<file path="config.mk">
export PLATFORM = sky130hd
export DESIGN_NAME = iir_cascade_engine
export DESIGN_NICKNAME = d
export VERILOG_FILES = /design/src/rtl/iir_cascade_pkg.sv /design/src/rtl/iir_coef_bank.sv /design/src/rtl/iir_mac_unit.sv /design/src/rtl/iir_delay_store.sv /design/src/rtl/iir_cascade_engine.sv
export SDC_FILE = /design/constraint.sdc
export NUM_CORES = 2
export LEC_CHECK = 0
export BUFFER_PORTS_ARGS = -buffer_cell sky130_fd_sc_hd__buf_4
export CAP_MARGIN = 20
export CORE_MARGIN = 2
export CORE_UTILIZATION = 65
export DETAILED_ROUTE_END_ITERATION = 16
export GPL_TIMING_DRIVEN = 0
export MAX_ROUTING_LAYER = met4
export PLACE_DENSITY = 0.82
export SYNTH_ARGS = -nofsm -noshare
export SYNTH_HDL_FRONTEND = slang
export SYNTH_SLANG_ARGS = --single-unit
export TNS_END_PERCENT = 5
</file>
<file path="constraint.sdc">
create_clock -name clk -period 18.55 [get_ports clk]
set_clock_uncertainty 0.2 [all_clocks]
set_input_delay 1.855 -clock clk [delete_from_list [all_inputs] [get_ports clk]]
set_output_delay 1.855 -clock clk [all_outputs]
set_load 0.02 [all_outputs]
</file>
<file path="src/rtl/iir_cascade_pkg.sv">
package iir_cascade_pkg;

   // clock cycles spent on one second-order section
   localparam int STEPS_PER_SECTION = 8;

   // coefficient field codes, decoded from the low address bits
   typedef enum logic [2:0] {
      FLD_GAIN  = 3'd0,
      FLD_A1    = 3'd1,
      FLD_A2    = 3'd2,
      FLD_B0    = 3'd3,
      FLD_B1    = 3'd4,
      FLD_B2    = 3'd5,
      FLD_SHIFT = 3'd6,
      FLD_NONE  = 3'd7
   } coef_field_e;

   typedef enum logic {
      ENG_IDLE = 1'b0,
      ENG_RUN  = 1'b1
   } eng_state_e;

   // sequencing of one section: three feedback products, state update,
   // three feed-forward products, output and delay-line shift
   typedef enum logic [2:0] {
      ST_XG      = 3'd0,
      ST_M1A1    = 3'd1,
      ST_M2A2    = 3'd2,
      ST_LOAD_M0 = 3'd3,
      ST_M0B0    = 3'd4,
      ST_M1B1    = 3'd5,
      ST_M2B2    = 3'd6,
      ST_EMIT    = 3'd7
   } step_e;

endpackage

</file>
<file path="src/rtl/iir_coef_bank.sv">
module iir_coef_bank
   import iir_cascade_pkg::*;
#(
   parameter int DATA_W   = 16,
   parameter int MAX_SECT = 3,
   parameter int SHIFT_W  = 3,
   parameter int SIDX_W   = 2,
   parameter int ADDR_W   = 5
) (
   input  logic                     clk,
   input  logic                     rst_n,
   input  logic                     wr_en,
   input  logic                     lock,
   input  logic [ADDR_W-1:0]        wr_addr,
   input  logic [DATA_W-1:0]        wr_data,
   input  logic [SIDX_W-1:0]        rd_sect,
   output logic signed [DATA_W-1:0] gain,
   output logic signed [DATA_W-1:0] a1,
   output logic signed [DATA_W-1:0] a2,
   output logic signed [DATA_W-1:0] b0,
   output logic signed [DATA_W-1:0] b1,
   output logic signed [DATA_W-1:0] b2,
   output logic [SHIFT_W-1:0]       shift
);

   localparam int WORDS_W = MAX_SECT * DATA_W;
   localparam int SHFT_TW = MAX_SECT * SHIFT_W;

   logic [WORDS_W-1:0] gain_q, a1_q, a2_q, b0_q, b1_q, b2_q;
   logic [SHFT_TW-1:0] shift_q;

   logic [SIDX_W-1:0] wr_sect;
   coef_field_e       wr_field;

   assign wr_sect  = wr_addr[ADDR_W-1 -: SIDX_W];
   assign wr_field = coef_field_e'(wr_addr[2:0]);

   always_ff @(posedge clk or negedge rst_n) begin
      if (!rst_n) begin
         gain_q  <= '0;
         a1_q    <= '0;
         a2_q    <= '0;
         b0_q    <= '0;
         b1_q    <= '0;
         b2_q    <= '0;
         shift_q <= '0;
      end else if (wr_en && !lock) begin
         for (int s = 0; s < MAX_SECT; s++) begin
            if (wr_sect == SIDX_W'(s)) begin
               case (wr_field)
                  FLD_GAIN:  gain_q[s*DATA_W +: DATA_W]    <= wr_data;
                  FLD_A1:    a1_q[s*DATA_W +: DATA_W]      <= wr_data;
                  FLD_A2:    a2_q[s*DATA_W +: DATA_W]      <= wr_data;
                  FLD_B0:    b0_q[s*DATA_W +: DATA_W]      <= wr_data;
                  FLD_B1:    b1_q[s*DATA_W +: DATA_W]      <= wr_data;
                  FLD_B2:    b2_q[s*DATA_W +: DATA_W]      <= wr_data;
                  FLD_SHIFT: shift_q[s*SHIFT_W +: SHIFT_W] <= wr_data[SHIFT_W-1:0];
                  default: ;
               endcase
            end
         end
      end
   end

   assign gain  = gain_q[rd_sect*DATA_W +: DATA_W];
   assign a1    = a1_q[rd_sect*DATA_W +: DATA_W];
   assign a2    = a2_q[rd_sect*DATA_W +: DATA_W];
   assign b0    = b0_q[rd_sect*DATA_W +: DATA_W];
   assign b1    = b1_q[rd_sect*DATA_W +: DATA_W];
   assign b2    = b2_q[rd_sect*DATA_W +: DATA_W];
   assign shift = shift_q[rd_sect*SHIFT_W +: SHIFT_W];

endmodule

</file>
<file path="src/rtl/iir_mac_unit.sv">
module iir_mac_unit #(
   parameter int DATA_W   = 16,
   parameter int ACC_W    = 34,
   parameter int SHIFT_W  = 3,
   parameter bit SATURATE = 1'b1
) (
   input  logic                     clk,
   input  logic                     rst_n,
   input  logic                     en,
   input  logic                     restart,
   input  logic signed [DATA_W-1:0] op_a,
   input  logic signed [DATA_W-1:0] op_b,
   input  logic [SHIFT_W-1:0]       shift,
   output logic signed [DATA_W-1:0] norm
);

   localparam int PROD_W = 2 * DATA_W;
   localparam int RSH_W  = $clog2(DATA_W);
   localparam logic signed [ACC_W-1:0] POS_LIM =
      {{(ACC_W-DATA_W+1){1'b0}}, {(DATA_W-1){1'b1}}};
   localparam logic signed [ACC_W-1:0] NEG_LIM = ~POS_LIM;

   logic signed [PROD_W-1:0] product;
   logic signed [ACC_W-1:0]  prod_ext;
   logic signed [ACC_W-1:0]  acc_q;
   logic signed [ACC_W-1:0]  scaled;
   logic [RSH_W-1:0]         rsh;

   assign product  = op_a * op_b;
   assign prod_ext = {{(ACC_W-PROD_W){product[PROD_W-1]}}, product};

   always_ff @(posedge clk or negedge rst_n) begin
      if (!rst_n) begin
         acc_q <= '0;
      end else if (en) begin
         acc_q <= (restart ? '0 : acc_q) + prod_ext;
      end
   end

   // a shift count s realises a gain of 2^(s+1) on the 2.30 sum before the
   // upper word is taken, i.e. an arithmetic right shift by DATA_W-1-s
   assign rsh    = RSH_W'(DATA_W - 1) - RSH_W'(shift);
   assign scaled = acc_q >>> rsh;

   generate
      if (SATURATE) begin : g_sat
         always_comb begin
            if (scaled > POS_LIM)      norm = POS_LIM[DATA_W-1:0];
            else if (scaled < NEG_LIM) norm = NEG_LIM[DATA_W-1:0];
            else                       norm = scaled[DATA_W-1:0];
         end
      end else begin : g_wrap
         assign norm = scaled[DATA_W-1:0];
      end
   endgenerate

endmodule

</file>
<file path="src/rtl/iir_delay_store.sv">
module iir_delay_store #(
   parameter int DATA_W   = 16,
   parameter int MAX_SECT = 3,
   parameter int SIDX_W   = 2
) (
   input  logic                     clk,
   input  logic                     rst_n,
   input  logic                     clear,
   input  logic                     push,
   input  logic [SIDX_W-1:0]        sect,
   input  logic signed [DATA_W-1:0] m0_in,
   output logic signed [DATA_W-1:0] m1_out,
   output logic signed [DATA_W-1:0] m2_out
);

   localparam int WORDS_W = MAX_SECT * DATA_W;

   logic [WORDS_W-1:0] m1_flat;
   logic [WORDS_W-1:0] m2_flat;

   generate
      for (genvar s = 0; s < MAX_SECT; s++) begin : g_sect
         logic [DATA_W-1:0] m1_q;
         logic [DATA_W-1:0] m2_q;

         always_ff @(posedge clk or negedge rst_n) begin
            if (!rst_n) begin
               m1_q <= '0;
               m2_q <= '0;
            end else if (clear) begin
               m1_q <= '0;
               m2_q <= '0;
            end else if (push && (sect == SIDX_W'(s))) begin
               m2_q <= m1_q;
               m1_q <= m0_in;
            end
         end

         assign m1_flat[s*DATA_W +: DATA_W] = m1_q;
         assign m2_flat[s*DATA_W +: DATA_W] = m2_q;
      end
   endgenerate

   assign m1_out = m1_flat[sect*DATA_W +: DATA_W];
   assign m2_out = m2_flat[sect*DATA_W +: DATA_W];

endmodule

</file>
<file path="src/rtl/iir_cascade_engine.sv">
module iir_cascade_engine
   import iir_cascade_pkg::*;
#(
   parameter int DATA_W   = 16,
   parameter int MAX_SECT = 3,
   parameter int SHIFT_W  = 3,
   parameter int ACC_W    = 2 * DATA_W + 2,
   parameter bit SATURATE = 1'b1,
   localparam int SIDX_W  = $clog2(MAX_SECT),
   localparam int SECT_W  = $clog2(MAX_SECT + 1),
   localparam int ADDR_W  = SIDX_W + 3
) (
   input  logic              clk,
   input  logic              rst_n,
   input  logic              clear,
   input  logic [SECT_W-1:0] num_sections,
   input  logic              cfg_we,
   input  logic [ADDR_W-1:0] cfg_addr,
   input  logic [DATA_W-1:0] cfg_wdata,
   input  logic              sample_valid,
   input  logic [DATA_W-1:0] sample_in,
   output logic              busy,
   output logic              overrun,
   output logic              result_valid,
   output logic [DATA_W-1:0] result
);

   // elaboration-time parameter checks
   generate
      if (DATA_W < 8) begin : g_bad_width
         $error("iir_cascade_engine: DATA_W must be at least 8");
      end
      if (MAX_SECT < 2) begin : g_bad_sect
         $error("iir_cascade_engine: MAX_SECT must be at least 2");
      end
      if (ACC_W < 2 * DATA_W + 2) begin : g_bad_acc
         $error("iir_cascade_engine: ACC_W too narrow for three products");
      end
      if ((2 ** SHIFT_W) - 1 > DATA_W - 2) begin : g_bad_shift
         $error("iir_cascade_engine: SHIFT_W allows shifts past the word");
      end
   endgenerate

   eng_state_e        state_q;
   step_e             step_q;
   logic [SIDX_W-1:0] sect_q;
   logic [SIDX_W-1:0] last_q;
   logic signed [DATA_W-1:0] x_q;
   logic signed [DATA_W-1:0] m0_q;

   logic signed [DATA_W-1:0] c_gain, c_a1, c_a2, c_b0, c_b1, c_b2;
   logic [SHIFT_W-1:0]       c_shift;
   logic signed [DATA_W-1:0] m1_w, m2_w;
   logic signed [DATA_W-1:0] mac_a, mac_b, mac_norm;
   logic                     mac_en, mac_restart;
   logic                     push;
   logic [SECT_W-1:0]        n_eff;
   logic                     running;

   assign running = (state_q == ENG_RUN);
   assign busy    = running;

   always_comb begin
      if (num_sections == '0)
         n_eff = SECT_W'(1);
      else if (num_sections > SECT_W'(MAX_SECT))
         n_eff = SECT_W'(MAX_SECT);
      else
         n_eff = num_sections;
   end

   iir_coef_bank #(
      .DATA_W  (DATA_W),
      .MAX_SECT(MAX_SECT),
      .SHIFT_W (SHIFT_W),
      .SIDX_W  (SIDX_W),
      .ADDR_W  (ADDR_W)
   ) i_coef_bank (
      .clk    (clk),
      .rst_n  (rst_n),
      .wr_en  (cfg_we),
      .lock   (running),
      .wr_addr(cfg_addr),
      .wr_data(cfg_wdata),
      .rd_sect(sect_q),
      .gain   (c_gain),
      .a1     (c_a1),
      .a2     (c_a2),
      .b0     (c_b0),
      .b1     (c_b1),
      .b2     (c_b2),
      .shift  (c_shift)
   );

   iir_delay_store #(
      .DATA_W  (DATA_W),
      .MAX_SECT(MAX_SECT),
      .SIDX_W  (SIDX_W)
   ) i_delay_store (
      .clk   (clk),
      .rst_n (rst_n),
      .clear (clear),
      .push  (push),
      .sect  (sect_q),
      .m0_in (m0_q),
      .m1_out(m1_w),
      .m2_out(m2_w)
   );

   iir_mac_unit #(
      .DATA_W  (DATA_W),
      .ACC_W   (ACC_W),
      .SHIFT_W (SHIFT_W),
      .SATURATE(SATURATE)
   ) i_mac_unit (
      .clk    (clk),
      .rst_n  (rst_n),
      .en     (mac_en),
      .restart(mac_restart),
      .op_a   (mac_a),
      .op_b   (mac_b),
      .shift  (c_shift),
      .norm   (mac_norm)
   );

   // operand selection for the shared multiplier
   always_comb begin
      mac_a       = x_q;
      mac_b       = c_gain;
      mac_restart = 1'b0;
      mac_en      = running;
      case (step_q)
         ST_XG:      begin mac_a = x_q;  mac_b = c_gain; mac_restart = 1'b1; end
         ST_M1A1:    begin mac_a = m1_w; mac_b = c_a1; end
         ST_M2A2:    begin mac_a = m2_w; mac_b = c_a2; end
         ST_M0B0:    begin mac_a = m0_q; mac_b = c_b0; mac_restart = 1'b1; end
         ST_M1B1:    begin mac_a = m1_w; mac_b = c_b1; end
         ST_M2B2:    begin mac_a = m2_w; mac_b = c_b2; end
         default:    mac_en = 1'b0;
      endcase
   end

   assign push = running && (step_q == ST_EMIT) && !clear;

   always_ff @(posedge clk or negedge rst_n) begin
      if (!rst_n) begin
         state_q      <= ENG_IDLE;
         step_q       <= ST_XG;
         sect_q       <= '0;
         last_q       <= '0;
         x_q          <= '0;
         m0_q         <= '0;
         overrun      <= 1'b0;
         result_valid <= 1'b0;
         result       <= '0;
      end else begin
         result_valid <= 1'b0;
         if (clear) begin
            state_q <= ENG_IDLE;
            step_q  <= ST_XG;
            sect_q  <= '0;
            overrun <= 1'b0;
         end else begin
            if (sample_valid && running)
               overrun <= 1'b1;
            case (state_q)
               ENG_IDLE: begin
                  if (sample_valid) begin
                     x_q     <= {~sample_in[DATA_W-1], sample_in[DATA_W-2:0]};
                     last_q  <= SIDX_W'(n_eff - SECT_W'(1));
                     sect_q  <= '0;
                     step_q  <= ST_XG;
                     state_q <= ENG_RUN;
                  end
               end
               default: begin
                  case (step_q)
                     ST_LOAD_M0: begin
                        m0_q   <= mac_norm;
                        step_q <= ST_M0B0;
                     end
                     ST_EMIT: begin
                        x_q    <= mac_norm;
                        step_q <= ST_XG;
                        if (sect_q == last_q) begin
                           result       <= mac_norm;
                           result_valid <= 1'b1;
                           state_q      <= ENG_IDLE;
                           sect_q       <= '0;
                        end else begin
                           sect_q <= sect_q + SIDX_W'(1);
                        end
                     end
                     default: step_q <= step_e'(step_q + 3'd1);
                  endcase
               end
            endcase
         end
      end
   end

endmodule

</file>
==> results by group <==
Status
  – Status: finished clean

Power and ir drop
  – Clock power frac: 14.7%
  – Leak: 17.9 nW
  – Part of the power in registers: 18.5%
  – VDD IR max: 0.265 mV
  – Power density cells: 198 nW/µm²
  – Internal power: 3.82 mW
  – Switching Share: 48.9%
  – Comb power frac: 66.8%
  – Switching power: 3.66 mW

Floorplan
  – Core footprint: 52,400 µm²
  – Starting Density: 65.6%
  – Die ar.: 54,800 µm²
  – Row Count: 84
  – Die height: 234 µm
  – I/O pin cnt: 63
  – Die X: 234 µm

Global route
  – Initial antenna violation count: 1
  – Total GRT Usage: 43.5%
  – Global-route wire length before repair: 171,000 µm
  – Total gr overflow: 0
  – Largest net degree at the start of global routing: 128
  – Vias in the first global route: 28.7k

Yosys
  – Ys flop type: dfrtp_1
  – Synth Area in Compound Gates: 11.7%
  – Ys Warns: 0
  – Cells after synthesis: 3,401
  – Synth Area in Adders: 19.8%
  – Post-synth EDFFs: 0
  – Sequential fraction of the synthesis area: 35.3%
  – Synthesized Nets: 3,831
  – Synth Register Bits: 485
  – Post-Synth XOR/XNOR Area: 1.60%
  – Post-Synth Simple-Gate Area: 12.0%
  – Largest family of logic cells by synthesized area: adder cells
  – Fraction of registers with async set/reset: 100%
  – Post-Syn Area per Cell: 10.1 µm²
  – Post-synthesis mux area share: 13.7%
  – Synth cell types: 81
  – Mapped cell area: 34,400 µm²

Timing
  – Tcrit/Tclk final: 74.5%
  – Max Freq: 72.4 MHz
  – Setup violations, final: 0
  – TNS Setup: 0 ps
  – Hold Violations, Final: 0
  – Worst slew pin tran: 1440 ps
  – Final worst path period need: 13,820 ps
  – RSZ-0062 raised after global routing: no
  – Final Max Tran Viols: 0
  – Rel. slew slack: 4.33%

Worst setup path
  – Setup slack, reg-to-reg: 4730 ps
  – R2r startpoint: step_q[0]$_DFFE_PN0P_
  – Crit path max-delay family: compound AO/OA/AOI/OAI gates
  – Worst EP arrival: 14,120 ps
  – CP Launch Type: register
  – WS Path Type: register to register
  – CP Capture Point: i_mac_unit.acc_q[33]$_DFFE_PN0P_
  – Max incr delay on CP: 1160 ps
  – CP Max Fanout: 10
  – Worst Setup SP: step_q[0]$_DFFE_PN0P_
  – Slowest cell on crit path: a221oi_1
  – Worst EP required: 18,850 ps
  – Bufs and invs on worst path: 9
  – Path length in cells of the critical path: 39
  – Worst reg2reg path endpoint: i_mac_unit.acc_q[33]$_DFFE_PN0P_
  – Worst r2r path cells: 39
  – Critical Path Sink Type: register

Layout
  – Nets: 3,958
  – Design Area, Final: 37,700 µm²
  – Area grow syn2layout: 9.62%
  – Register Area: 12,100 µm²
  – Area of the multi-input gates: 20,200 µm²
  – Layout cells sized above 1: 15.6%
  – Fin util: 71.9%
  – Filler cells: 3,761

Clock network
  – CTS Buffer Depth: 3
  – Number of H-tree levels: 2
  – # hold bufs at CTS: 0
  – CTS root buf: clkbuf_16
  – Post-cts gate resize count: 0
  – Postcts setup bufs: 0
  – Clk sinks: 485
  – TritonCTS clock tree: yes
  – TritonCTS Buffers: 52
  – Clock Pin Slew Worst Setup and Hold Paths: 60 ps
  – Worst skew pair latency: 640 ps

Place
  – I/O Buffers: 62
  – Final HPWL DP: 84,300 µm
  – Post-DP Area: 35,900 µm²
  – RD Place Congestion: 1.01

Detailed routing
  – DRT antenna net count: 0
  – Vias: 27.6k
  – Final Routed Wirelength: 112,000 µm
  – WL/cell: 26.2 µm
  – DRC marker count from the first detailed-route iteration: 2,973
  – Vias per cell: 6.47
  – Detailed-router iteration count before antenna repair: 7
  – DR DRC count: 0

Hold path
  – Worst hold path class: register to register

Job
  – Max cap viols: 0
[worst min-delay path: cells and delay by family (launching register included)]
kind | cells | cell delay [ps]
simple gates | 2 | 90
flops | 1 | 340
[cells by family (layout without fill, tap and decap cells)]
| kind of cell | count (synthesis) | count (layout) |
|---|---|---|
| mux | 412 | 412 |
| other cells | 0 | 1 |
| fa+ha+maj | 387 | 387 |
| compound gates | 607 | 607 |
| flops | 485 | 485 |
| xor+xnor | 63 | 63 |
| buf+inv | 527 | 696 |
| simple gates | 920 | 920 |
[power by group through the flow]
| stage | clock network (mW) | registers (mW) | logic, mW |
|---|---|---|---|
| 4_1_cts | 1.10 | 1.37 | 4.92 |
| 6_report | 1.10 | 1.38 | 5.00 |
| 2_1_floorplan | 0 | 1.31 | 3.55 |
| 3_5_place_dp | 0 | 1.38 | 4.89 |
| 5_1_grt | 1.14 | 1.39 | 5.50 |
| 3_3_place_gp | 0 | 1.37 | 4.70 |
[flip-flops by register name, indices dropped and copies added (netlist names), 9 cells and up]
register / cells
i_delay_store.g_sect.m2_q: 48
i_coef_bank.b0_q: 48
i_coef_bank.shift_q: 9
x_q: 16
i_coef_bank.gain_q: 48
i_coef_bank.a1_q: 48
i_delay_store.g_sect.m1_q: 48
result: 16
i_mac_unit.acc_q: 34
i_coef_bank.b1_q: 48
i_coef_bank.a2_q: 48
i_coef_bank.b2_q: 48
m0_q: 16
[cell type report]
type | instances | share of cell area, %
Multi-Input combinational cell | 2389 | 53.6
Sequential cell | 485 | 32.2
Clock buffer | 82 | 4.18
Inverter | 326 | 3.25
Tap cell | 688 | 2.28
Buffer | 201 | 2.18
Timing Repair Buffer | 73 | 1.65
Clock inverter | 14 | 0.611
Antenna cell | 1 | 0.00664
[how the worst min path moves through the flow]
stage / from / to / slack [ps] / cells after the start
6_report: i_mac_unit.acc_q[5]$_DFFE_PN0P_ / i_mac_unit.acc_q[5]$_DFFE_PN0P_ / 260 / 2
5_1_grt: i_mac_unit.acc_q[5]$_DFFE_PN0P_ / i_mac_unit.acc_q[5]$_DFFE_PN0P_ / 290 / 2
4_1_cts: i_mac_unit.acc_q[5]$_DFFE_PN0P_ / i_mac_unit.acc_q[5]$_DFFE_PN0P_ / 260 / 2
3_5_place_dp: i_mac_unit.acc_q[5]$_DFFE_PN0P_ / i_mac_unit.acc_q[5]$_DFFE_PN0P_ / 250 / 2
3_3_place_gp: i_mac_unit.acc_q[5]$_DFFE_PN0P_ / i_mac_unit.acc_q[5]$_DFFE_PN0P_ / 250 / 2
2_1_floorplan: i_mac_unit.acc_q[5]$_DFFE_PN0P_ / i_mac_unit.acc_q[5]$_DFFE_PN0P_ / 230 / 2
[metrics by stage]
stage	std cells	hold WS [ps]	power, mW	worst slack [ps]
after global placement	4151	250	6.07	5150
after floorplan	3401	231	4.86	8470
final	4259	261	7.48	4730
after global routing	4259	288	8.02	4260
after detailed placement	4160	249	6.27	5110
after CTS	4256	262	7.38	5010
[synthesized netlist by cell type, drive strengths merged (33+ instances only)]
library cell / number / area share (%)
mux2: 335 / 11
a21o: 38 / 0.83
dfrtp: 485 / 35
mux2i: 65 / 1.9
xnor2: 43 / 1.1
nand3b: 52 / 1.1
fa: 264 / 15
a22oi: 72 / 1.6
a21oi: 157 / 2.3
nand2b: 33 / 0.60
nor2b: 48 / 0.90
inv: 325 / 3.5
o21ai: 143 / 2.1
ha: 122 / 4.4
nand2: 459 / 5.0
clkbuf: 170 / 1.9
nor2: 225 / 2.5
[metal layers]
layer / GRT usage [%] / vias up / share of wire, %
li1: - / 11700 / -
met1: 51.0 / 13800 / 36
met2: 66.2 / 1588 / 46
met3: 10.5 / 502 / 9.9
met4: 30.5 / 0 / 8.4
met5: - / - / 0
[layout by cell type (no fill, tap or decap), drive strengths merged, types with 5 or more instances in the layout]
cell type  synthesis  final
nor2b             48     48
nand2            459    459
o21a              15     15
and2              13     13
a21o              38     38
xor2              20     20
mux4              12     12
mux2             335    335
nor3b              5      5
xnor2             43     43
nor2             225    225
buf               31    103
nor3              13     13
a211oi            13     13
a22o              27     27
a221o              8      8
mux2i             65     65
or2               15     15
dfrtp            485    485
a222oi             7      7
fa               264    264
nand4              5      5
or3                8      8
clkinv             1     10
a22oi             72     72
inv              325    326
o211ai            14     14
nand2b            33     33
o21ai            143    143
nand3b            52     52
o2111ai           12     12
clkbuf           170    253
a21oi            157    157
a31oi             25     25
nand3             28     28
o21bai             7      7
a221oi            32     32
and3               6      6
ha               122    122
No activity file was read; power rests on OpenSTA's default activity.
